[src/rtl/flash_wp_pkg.sv]
// Package: shared types and constants for the write-protection controller.
// Assumes a 3-bit block-protect code.
package flash_wp_pkg;
    localparam int BP_W = 3;

    typedef struct packed {
        logic            lock;
        logic [BP_W-1:0] bp;
    } wp_status_t;
endpackage

[src/rtl/fwp_wel_latch.sv]
// Module: write-enable latch.
// A clear request wins over a set request. Assumes the decoder raises at
// most one command strobe per cycle.
module fwp_wel_latch (
    input  logic clk,
    input  logic rst_n,
    input  logic set_i,
    input  logic clr_i,
    output logic wel_o
);
    // Purpose: hold the latch, with clear taking priority over set.
    always_ff @(posedge clk) begin
        if (!rst_n)
            wel_o <= 1'b0;
        else if (clr_i)
            wel_o <= 1'b0;
        else if (set_i)
            wel_o <= 1'b1;
    end
endmodule

[src/rtl/fwp_status_reg.sv]
// Module: protection fields of the status register.
// Loads only on an approved status write. Resets to the unprotected state.
module fwp_status_reg
    import flash_wp_pkg::*;
(
    input  logic       clk,
    input  logic       rst_n,
    input  logic       ld_i,
    input  wp_status_t d_i,
    output wp_status_t q_o
);
    // Purpose: keep the lock bit and the block-protect code.
    always_ff @(posedge clk) begin
        if (!rst_n)
            q_o <= '0;
        else if (ld_i)
            q_o <= d_i;
    end
endmodule

[src/rtl/fwp_region_dec.sv]
// Module: maps the block-protect code and a byte address to a
// "protected" flag.
// Code 0 protects nothing. Code k protects the top 2^(k-1) blocks, and a
// code that reaches or passes the full array protects all of it.
// Assumes the protected region grows downward from the top address.
module fwp_region_dec #(
    parameter int ADDR_W    = 21,
    parameter int BLK_LOG2  = 16,
    parameter int NBLK_LOG2 = 5,
    parameter int BP_W      = 3
) (
    input  logic [BP_W-1:0]   bp_i,
    input  logic [ADDR_W-1:0] addr_i,
    output logic              prot_o,
    output logic              any_prot_o
);
    localparam int NCODE = 1 << BP_W;
    localparam int NBLK  = 1 << NBLK_LOG2;

    logic [NCODE-1:0] hit;

    // One comparator per code value, each against its own lower bound.
    genvar g;
    generate
        for (g = 0; g < NCODE; g++) begin : g_code
            if (g == 0) begin : g_none
                assign hit[g] = 1'b0;
            end else if ((g - 1) >= NBLK_LOG2) begin : g_all
                assign hit[g] = 1'b1;
            end else begin : g_top
                localparam longint unsigned LIM_BLK  = longint'(NBLK - (1 << (g - 1)));
                localparam longint unsigned LIM_ADDR = LIM_BLK << BLK_LOG2;
                assign hit[g] = (addr_i >= LIM_ADDR[ADDR_W-1:0]);
            end
        end
    endgenerate

    // Purpose: pick the comparator result for the current code.
    always_comb begin
        prot_o     = hit[bp_i];
        any_prot_o = (bp_i != '0);
    end
endmodule

[src/rtl/flash_wp_ctrl.sv]
// Module: top of the write-protection controller.
// Takes decoded command strobes (at most one per cycle), keeps the latch and
// the status protection fields, and returns a registered one-cycle accept or
// reject for every status write, program or erase.
// wp_n is assumed to be already synchronised to clk.
module flash_wp_ctrl
    import flash_wp_pkg::*;
#(
    parameter int ADDR_W    = 21,
    parameter int BLK_LOG2  = 16,
    parameter int NBLK_LOG2 = 5
) (
    input  logic              clk,
    input  logic              rst_n,
    input  logic              cmd_wren,
    input  logic              cmd_wrdi,
    input  logic              cmd_wrsr,
    input  logic              cmd_pp,
    input  logic              cmd_dpp,
    input  logic              cmd_se,
    input  logic              cmd_be,
    input  logic              cmd_ce,
    input  logic [ADDR_W-1:0] addr,
    input  logic              new_lock,
    input  logic [2:0]        new_bp,
    input  logic              wp_n,
    output logic              cmd_accept,
    output logic              cmd_reject,
    output logic              sr_lock,
    output logic [2:0]        sr_bp,
    output logic              wel,
    output logic              hw_protected
);
    wp_status_t st_q;
    wp_status_t st_d;
    logic       prot;
    logic       any_prot;
    logic       region_op;
    logic       write_op;
    logic       sr_locked;
    logic       wrsr_ok;
    logic       region_ok;
    logic       chip_ok;
    logic       approve;

    fwp_wel_latch u_wel (
        .clk   (clk),
        .rst_n (rst_n),
        .set_i (cmd_wren),
        .clr_i (cmd_wrdi | write_op),
        .wel_o (wel)
    );

    fwp_region_dec #(
        .ADDR_W    (ADDR_W),
        .BLK_LOG2  (BLK_LOG2),
        .NBLK_LOG2 (NBLK_LOG2),
        .BP_W      (BP_W)
    ) u_region (
        .bp_i       (st_q.bp),
        .addr_i     (addr),
        .prot_o     (prot),
        .any_prot_o (any_prot)
    );

    fwp_status_reg u_sr (
        .clk   (clk),
        .rst_n (rst_n),
        .ld_i  (wrsr_ok),
        .d_i   (st_d),
        .q_o   (st_q)
    );

    // Purpose: decide, per command, whether it is allowed to run.
    always_comb begin
        region_op  = cmd_pp | cmd_dpp | cmd_se | cmd_be;
        write_op   = cmd_wrsr | region_op | cmd_ce;
        sr_locked  = st_q.lock & ~wp_n;
        wrsr_ok    = cmd_wrsr & wel & ~sr_locked;
        region_ok  = region_op & wel & ~prot;
        chip_ok    = cmd_ce & wel & ~any_prot;
        approve    = wrsr_ok | region_ok | chip_ok;
        st_d.lock  = new_lock;
        st_d.bp    = new_bp;
    end

    // Purpose: register the verdict as a one-cycle pulse.
    always_ff @(posedge clk) begin
        if (!rst_n) begin
            cmd_accept <= 1'b0;
            cmd_reject <= 1'b0;
        end else begin
            cmd_accept <= write_op & approve;
            cmd_reject <= write_op & ~approve;
        end
    end

    // Purpose: drive the status outputs and the hardware-protection flag.
    always_comb begin
        sr_lock      = st_q.lock;
        sr_bp        = st_q.bp;
        hw_protected = st_q.lock & ~wp_n;
    end
endmodule

[config.mk]
export PLATFORM = sky130hd
export DESIGN_NAME = flash_wp_ctrl
export DESIGN_NICKNAME = d
export VERILOG_FILES = /design/src/rtl/flash_wp_pkg.sv /design/src/rtl/fwp_wel_latch.sv /design/src/rtl/fwp_status_reg.sv /design/src/rtl/fwp_region_dec.sv /design/src/rtl/flash_wp_ctrl.sv
export SDC_FILE = /design/constraint.sdc
export NUM_CORES = 1
export LEC_CHECK = 0
export BUFFER_PORTS_ARGS = -buffer_cell sky130_fd_sc_hd__buf_2
export CAP_MARGIN = 25
export CORE_AREA = 5 5 42 44
export CTS_CLUSTER_DIAMETER = 60
export CTS_CLUSTER_SIZE = 10
export DETAILED_ROUTE_END_ITERATION = 8
export DIE_AREA = 0 0 47 49
export MAX_ROUTING_LAYER = met4
export PLACE_DENSITY = 0.65
export RECOVER_POWER = 50
export SLEW_MARGIN = 10
export SYNTH_ARGS = -nofsm -noshare
export SYNTH_HDL_FRONTEND = slang
export SYNTH_SLANG_ARGS = --single-unit
[constraint.sdc]
create_clock -name clk -period 1.5 [get_ports clk]
set_input_delay 0.15 -clock clk [delete_from_list [all_inputs] [get_ports clk]]
set_output_delay 0.15 -clock clk [all_outputs]
set_load 0.02 [all_outputs]
==> out/results.tsv <==
stage	metric	value	unit
status	status	finished, final reports clean	
cells_and_area	Antenna diodes	0	
floorplan	starting density of the core	24.5	%
hold_path	Hold Crit Start	cmd_wrdi	
logic_synthesis	commonest cells in the netlist	dfxtp_1 (7), mux2i_1 (4), nor2b_1 (4)	
clock_tree	clk slew on worst S/H paths	0.05	ns
worst_setup_path	Worst Setup SP	u_sr.q_o[0]$_SDFFE_PN0P_	
power	P_leak	0.208	nW
clock_tree	cts bufs inserted	3	
clock_tree	CTS root buf	clkbuf_4	
timing	Worst Clk Skew	0.000567	ns
floorplan	Die W	47	um
hold_path	hold crit path type	in -> reg	
global_route	GRT Total Usage	9.70	%
logic_synthesis	Main synth FF type	dfxtp_1	
logic_synthesis	Synth Register Bits	7	
global_route	first-pass GRT wire length	1600	um
timing	setup TNS	0	ns
logic_synthesis	Synth async-reset ratio	0	%
floorplan	DIE HEIGHT	49	um
worst_setup_path	Worst Path Max Fanout	6	
clock_tree	postcts setup bufs	0	
power	peak supply drop	468	uV
logic_synthesis	Synth cell types	18	
power	Power per Cell Area	798	mW/mm^2
worst_setup_path	slowest stage cell, crit path	or3b_1	
floorplan	row cnt	14	
logic_synthesis	Synth Instances	36	
clock_tree	# hold bufs at CTS	0	
place	placed instance area	498	sq um
cells_and_area	fin nets	104	
timing	worst slew pin tran	0.512	ns
timing	Slew Limit Fails	0	
place	Port Buf Inserts	27	
clock_tree	latest clock arrival within the worst-skew pair	0.25	ns
floorplan	die area	0.00230	sq mm
clock_tree	clock sinks	7	
cells_and_area	share of layout cells above drive strength 1	38.8	%
timing	final setup vio count	0	
worst_setup_path	Critical Path AT	1.42	ns
floorplan	# IOs	44	
timing	Final Cycle Share	85.2	%
worst_setup_path	Crit path largest cell delay	0.38	ns
cells_and_area	fillers	160	
logic_synthesis	Seq/Total Area, Yosys	40.9	%
drt	number of DRC markers in iteration 0	2	
clock_tree	H-tree levels	1	
worst_setup_path	Worst Setup Start Kind	flip-flop	
worst_setup_path	WP data required	1.64	ns
clock_tree	worst-case clock buffer depth	2	
cells_and_area	fin area	502	sq um
drt	drt drc	0	
logic_synthesis	leading area contributor after synthesis	dfxtp_1	
place	GP Congestion	0.785	
drt	Routed WL per cell	11.7	um
worst_setup_path	kind of critical path	reg -> reg	
worst_setup_path	worst-path cell chain	or3b_1 -> a21oi_1 -> nor3_1 -> o211a_1	
global_route	GRT overflow	0	
drt	antenna viol nets, final	0	
worst_setup_path	r2r setup slk	0.22	ns
global_route	largest net degree at the start of global routing	8	
global_route	initial antenna violation count	0	
logic_synthesis	Synth Warn #	0	
timing	final hold vios	0	
global_route	vias in the first global route	397	
clock_tree	Post-CTS Resized	0	
run	Max Cap Viol	0	
logic_synthesis	Synth Area per Inst	9.52	sq um
timing	Max-slew headroom	65.6	%
logic_synthesis	Mapped Area	343	sq um
logic_synthesis	top-count cell post-synth	dfxtp_1	
drt	via count	376	
logic_synthesis	Synth area leaders	dfxtp_1 (41%), mux2i_1 (12%), nor2b_1 (7.3%), nor4_4 (6.2%), nand2_1 (3.3%)	
worst_setup_path	endpoint class of the critical path	flip-flop	
drt	WL final	969	um
timing	Fmax	783	MHz
logic_synthesis	top-area cell type share of the netlist area	40.9	%
logic_synthesis	Post-synth EDFFs	0	
timing	Tmin final	1.28	ns
drt	first-pass iteration count of the detailed router	4	
drt	vias per cell	4.53	
logic_synthesis	syn nets	72	
clock_tree	TritonCTS clock tree	built	
floorplan	total core area	0.00140	sq mm
worst_setup_path	worst flop-to-flop path startpoint	u_sr.q_o[0]$_SDFFE_PN0P_	
timing	RSZ-0062 raised after global routing	no	
place	Post-DP HPWL	777	um
cells_and_area	Layout area overhead	46.4	%
state kept, by name, indices dropped and copies added (netlist names):
signal / cells
cmd_reject: 1
u_sr.q_o: 4
u_wel.wel_o: 1
cmd_accept: 1
cells in the final DEF (no fill, tap or decap), drive strengths merged:
master / instances
or3b: 1
buf: 21
nor4: 1
o211ai: 1
dfxtp: 7
nor3: 2
a21oi: 1
o21ai: 1
a21o: 1
o211a: 1
nand2: 3
a31oi: 1
nand3: 2
nor4b: 1
mux2i: 4
nor2b: 5
nor2: 4
clkbuf: 10
metrics by stage:
stage | util [%] | setup WS, ns | cells | power [mW] | hold WS, ns
finish | 35.8 | 0.222 | 83 | 0.400 | 0.0618
global route | 35.8 | 0.145 | 83 | 0.430 | 0.0532
CTS | 37.4 | 0.216 | 83 | 0.414 | 0.0537
detailed placement | 35.5 | 0.232 | 79 | 0.238 | 0.323
global placement | 35.5 | 0.240 | 79 | 0.236 | 0.313
floorplan | - | 0.152 | 36 | 0.204 | 0.227
power breakdown:
part / total (mW) / switching [mW] / internal (mW)
logic: 0.0408 / 0.0170 / 0.0239
clock network: 0.171 / 0.0698 / 0.102
registers: 0.188 / 0.000511 / 0.188
total: 0.400 / 0.0872 / 0.313
cell type report:
class	instances	area, sq um	share of cell area, %
multi-input combinational	29	188	37.4
sequential	7	140	27.9
timing repair buffer	27	128	25.4
clock buffer	4	26.3	5.24
tap	16	20.0	3.99
per-layer routing:
layer,GRT usage (%),wire (um)
met1,11.5,436
met2,14.5,479
met3,3.32,52
met4,4.15,0
met5,-,0
path summary, 6_finish.rpt:
| kind | cells after the start | endpoint |
|---|---|---|
| worst max-delay path | 4 | cmd_reject$_SDFF_PN0_ |
| worst min-delay path | 2 | u_wel.wel_o$_SDFFE_PP0P_ |
| worst max register to register | 4 | cmd_reject$_SDFF_PN0_ |
| worst min register to register | 2 | u_sr.q_o[3]$_SDFFE_PN0P_ |
critical path: cells and delay by family, from the launching register on:
kind	cells	cell delay [ns]
AOI/OAI and AO/OA	2	0.37
DFF	1	0.35
and+or+nand+nor	2	0.45
cells by family after synthesis:
| family | Yosys count | synth area share, % |
|---|---|---|
| AO/OA/AOI/OAI | 6 | 12.0 |
| multiplexers | 4 | 11.7 |
| flip-flops | 7 | 40.9 |
| AND/OR/NAND/NOR | 19 | 35.4 |
Power figures use the tool's default switching activity.
